## src/rtl/bbpd_swap.sv

```systemverilog
`timescale 1ns/1ps
module bbpd_swap (
  input  logic clk,
  input  logic rst_n,
  input  logic sdata,
  input  logic swap_mode,
  output logic up,
  output logic dn,
  output logic rdata
);
  logic fall_s;
  logic r0, r1, f0, f1;
  logic mode_q, hold;
  logic chg, quiet, prev, edg, cur, moved;

  always_ff @(negedge clk or negedge rst_n)
    if (!rst_n) fall_s <= 1'b0;
    else        fall_s <= sdata;

  assign chg   = swap_mode ^ mode_q;
  assign quiet = chg | hold;
  assign prev  = mode_q ? f1 : r1;
  assign edg   = mode_q ? r1 : f0;
  assign cur   = mode_q ? f0 : r0;
  assign moved = prev ^ cur;

  always_ff @(posedge clk or negedge rst_n) begin
    if (!rst_n) begin
      r0 <= 1'b0; r1 <= 1'b0; f0 <= 1'b0; f1 <= 1'b0;
      mode_q <= 1'b0; hold <= 1'b0;
      up <= 1'b0; dn <= 1'b0; rdata <= 1'b0;
    end else begin
      r0 <= sdata;
      r1 <= r0;
      f0 <= fall_s;
      f1 <= f0;
      mode_q <= swap_mode;
      hold <= chg;
      rdata <= cur;
      up <= !quiet && moved && (edg == prev);
      dn <= !quiet && moved && (edg == cur);
    end
  end
endmodule


```

## config.mk

```make
export PLATFORM = sky130hd
export DESIGN_NAME = bbpd_swap
export DESIGN_NICKNAME = d
export VERILOG_FILES = /design/src/rtl/bbpd_swap.sv
export SDC_FILE = /design/constraint.sdc
export NUM_CORES = 1
export LEC_CHECK = 0
export ABC_AREA = 1
export BUFFER_PORTS_ARGS = -buffer_cell sky130_fd_sc_hd__buf_4
export CORE_MARGIN = 2
export CORE_UTILIZATION = 30
export CTS_CLUSTER_DIAMETER = 200
export CTS_CLUSTER_SIZE = 40
export DETAILED_ROUTE_END_ITERATION = 6
export PLACE_DENSITY = 0.55
export SYNTH_ARGS = -nofsm -noshare
export SYNTH_HDL_FRONTEND = slang
export SYNTH_SLANG_ARGS = --single-unit
```

## constraint.sdc

```tcl
create_clock -name clk -period 2.5 [get_ports clk]
set_clock_uncertainty 0.15 [all_clocks]
set_input_delay 0.125 -clock clk [delete_from_list [all_inputs] [get_ports clk]]
set_output_delay 0.125 -clock clk [all_outputs]
set_load 0.01 [all_outputs]
```

==> results list <==
- Measured in cells, the most critical reg-to-reg path has a length of 0.
- Entering global routing, the biggest net connects 11 pins.
* Fin Hold WS: roughly 73 ps
* Per-instance average area after synthesis: 9.56 sq um
- The worst register-to-register path begins at fall_s.
- The worst setup path is captured at a flip-flop.
- Delay of the slowest cell on the worst path: approximately 530 ps
- The number of max-slew violations in the final report was 0.
* Setup CP Type: input port to flip-flop
- Synthesis produced a netlist with a net count of 51.
* Via count: 304
- TritonCTS built the clock tree.
* Most common cell after layout, fill and taps aside: nand2_1
- Slew at the pin closest to its max-slew limit: 327 ps
- After clock tree synthesis, the clock-pin slew on the worst setup and hold paths is 60 ps.
- Placed wire-length estimate: 527 microns
- Share of the synthesized area in the top cell type: between 50 and 60%
- Sequential fraction of the synthesis area: 55.7%
- Layout Area Growth over Synthesis: 26.5%
* Leak: 0.302 nW
- The netlist uses 12 different library cells.
* Switching power share of the total: 23.0%
* Kind of cell adding the most delay to the critical path: buffers and inverters
* Buffer count from post-CTS setup fixing: 0
- Net count reported at finish: 64
- Most area-hungry cell type in the Yosys netlist: dfrtp_1
- Number of antenna violations at the first check in global routing: 0
- At the later pin of the worst-skew pair, clock insertion delay measures 260 ps.
* Average vias per placed instance: approximately 4.1
- Total setup violations reported at the end of the flow: 0
* Cell type of the slowest stage on the worst timing path: dlygate4sd3_1
- Ratio of cells with drive above 1 in the final layout: 37.3%
- The initialized floorplan defines 13 standard-cell rows.
* Antenna fix cells: 0
- In the final routed layout, each cell accounts on average for 8.80 microns.
* Worst VDD drop: 0.000324 V
- The floorplan step defined a die boundary enclosing 0.00182 sq mm.
- 7 I/O pins were placed.
- In this run the number of H-tree levels came out at 1.
* Maximum number of buffers from clock root to sink: 2
- Clock root cell: clkbuf_4
* Total Routed Length: 651 microns
- The via count of the first global-routing pass is 274.
- Setup repair after global routing left no endpoint under its margin.
- Yosys synthesis warning count: 0
* GRT Total Usage: 8.10%
* List of cells traversed by the critical path: dlygate4sd3_1, buf_4
- In this run the cell area of the synthesized design comes to 449 sq um.
- STA classifies the critical path startpoint as an input port.
- For the final routed database, the setup TNS stands at 0 ps.
- After technology mapping, the gate count stands at 47.
- Iteration count of the initial detailed-routing pass: 2
- P_int: 282 uW
- Data on the critical path is required at its endpoint by 1220 ps.
* Core area: 0.00135 sq mm
* Number of DRC violations after detailed routing: 0
* Arrival time at the worst endpoint: 790 ps
- In this run the worst hold path is classified as input port to async pin.
* Switching power total: 84.2 uW
- Congestion Overflow GR: 0
- Once the clock tree was built, the resizer swapped 0 gates to a different size.
- Of the total power, combinational logic draws roughly an eighth.
- At the end of routability-driven placement, the weighted congestion stood at 0.701.
- Counting flops and latches in the post-synthesis netlist gives 10.
- Headroom to the max-slew limit came out at 78.2%.
- Sequential Power Share: 48.9%
- The clock network accounts for 37.9% of the total power.
- The first global-routing pass estimated 1050 microns of wire.
- Count of nets left with antenna violations after detail routing: 0
- Power density relative to cell area: approximately 640 mW/mm^2
- TritonCTS Buffers: 3
* Detailed router's first-iteration violation count: 1
* Number of logic stages on the critical path including buffering: 2
- Slack of the worst reg-to-reg path: 650 ps
* Number of port buffers: 6
- Max-cap violations in this run came to 0.
- After synthesis, the cell types taking the most area are dfrtp_1 (50%), nand2_2 (11%), nand2_1 (11%), dfrtn_1 (5.6%), nand2_4 (5.0%).
- Num Clock Sinks: 10
- Worst Path Max Fanout: 2
- For this configuration, the core starts out at a cell density of roughly 33%.
* Run status: finished, final reports clean
- Vertical extent of the die: 42.7 microns
* Most used cells in the layout excluding fill and tap cells: nand2_1 (13), dfrtp_1 (9), nand2_2 (8)
* Reg-to-reg endpoint: f0
- Bufs and invs on worst path: 2
- The final-report hold violation count is 0.
- Horizontal die dimension: 42.7 microns
Yosys cell counts:
master	number
nand2_1	13
dfrtp_1	9
nand2_2	8
inv_1	5
nand2_4	2
nand3_1	2
nor2_1	2
o21ai_1	2
buf_6	1
dfrtn_1	1
inv_6	1
nor2_4	1
state kept, by name, indices dropped and copies added, names as in the netlist:
signal / cells
hold: 1
mode_q: 1
dn: 1
f0: 1
fall_s: 1
r1: 1
up: 1
rdata: 1
r0: 1
f1: 1
power groups by stage:
stage	Combinational [mW]	Clock (mW)	Sequential [mW]
after CTS	0.0496	0.145	0.180
final	0.0484	0.139	0.179
after detailed placement	0.0458	0	0.182
after floorplan	0.0298	0	0.182
after global placement	0.0452	0	0.183
after global routing	0.0534	0.148	0.181
stage by stage:
stage | total power, mW | utilization, % | setup slack, ps | area [sq um] | cells
6_report | 0.366 | 42.1 | 427 | 568 | 74
5_1_grt | 0.382 | 42.1 | 422 | 568 | 74
4_1_cts | 0.374 | 42.1 | 440 | 568 | 74
3_5_place_dp | 0.228 | 37.2 | 668 | 502 | 67
3_3_place_gp | 0.228 | 37.2 | 678 | 502 | 67
2_1_floorplan | 0.211 | - | 678 | 449 | 47
worst max path at each step:
stage,startpoint,to
5_1_grt,sdata,fall_s
3_3_place_gp,fall_s,f0
6_report,sdata,fall_s
4_1_cts,sdata,fall_s
3_5_place_dp,fall_s,f0
2_1_floorplan,fall_s,f0
kinds of logic after synthesis:
group	synth area share, %
and+or+nand+nor	33.4
DFF	55.7
buffers and inverters	8.64
AOI/OAI and AO/OA	2.23
per-layer routing:
layer / up-vias / wire length (microns) / GRT usage, %
met5: - / 0 / 0
met4: 0 / 6 / 7.50
met3: 2 / 15 / 1.28
met2: 3 / 310 / 12.4
met1: 137 / 318 / 9.49
li1: 162 / - / -
layout make-up:
cell class | count | area [sq um]
tap | 15 | 18.8
inverter | 6 | 27.5
clock buffer | 4 | 36.3
fill | 139 | 782
sequential | 10 | 250
timing repair buffer | 9 | 75.1
multi-input combinational | 30 | 160
timing repair:
item / 4_1_cts / 5_1_grt
endpoints found under the hold margin: 12 / 0
hold buffers: 3 / 0
setup endpoints to repair: 0 / 0
(Power assumes the default switching activity.)
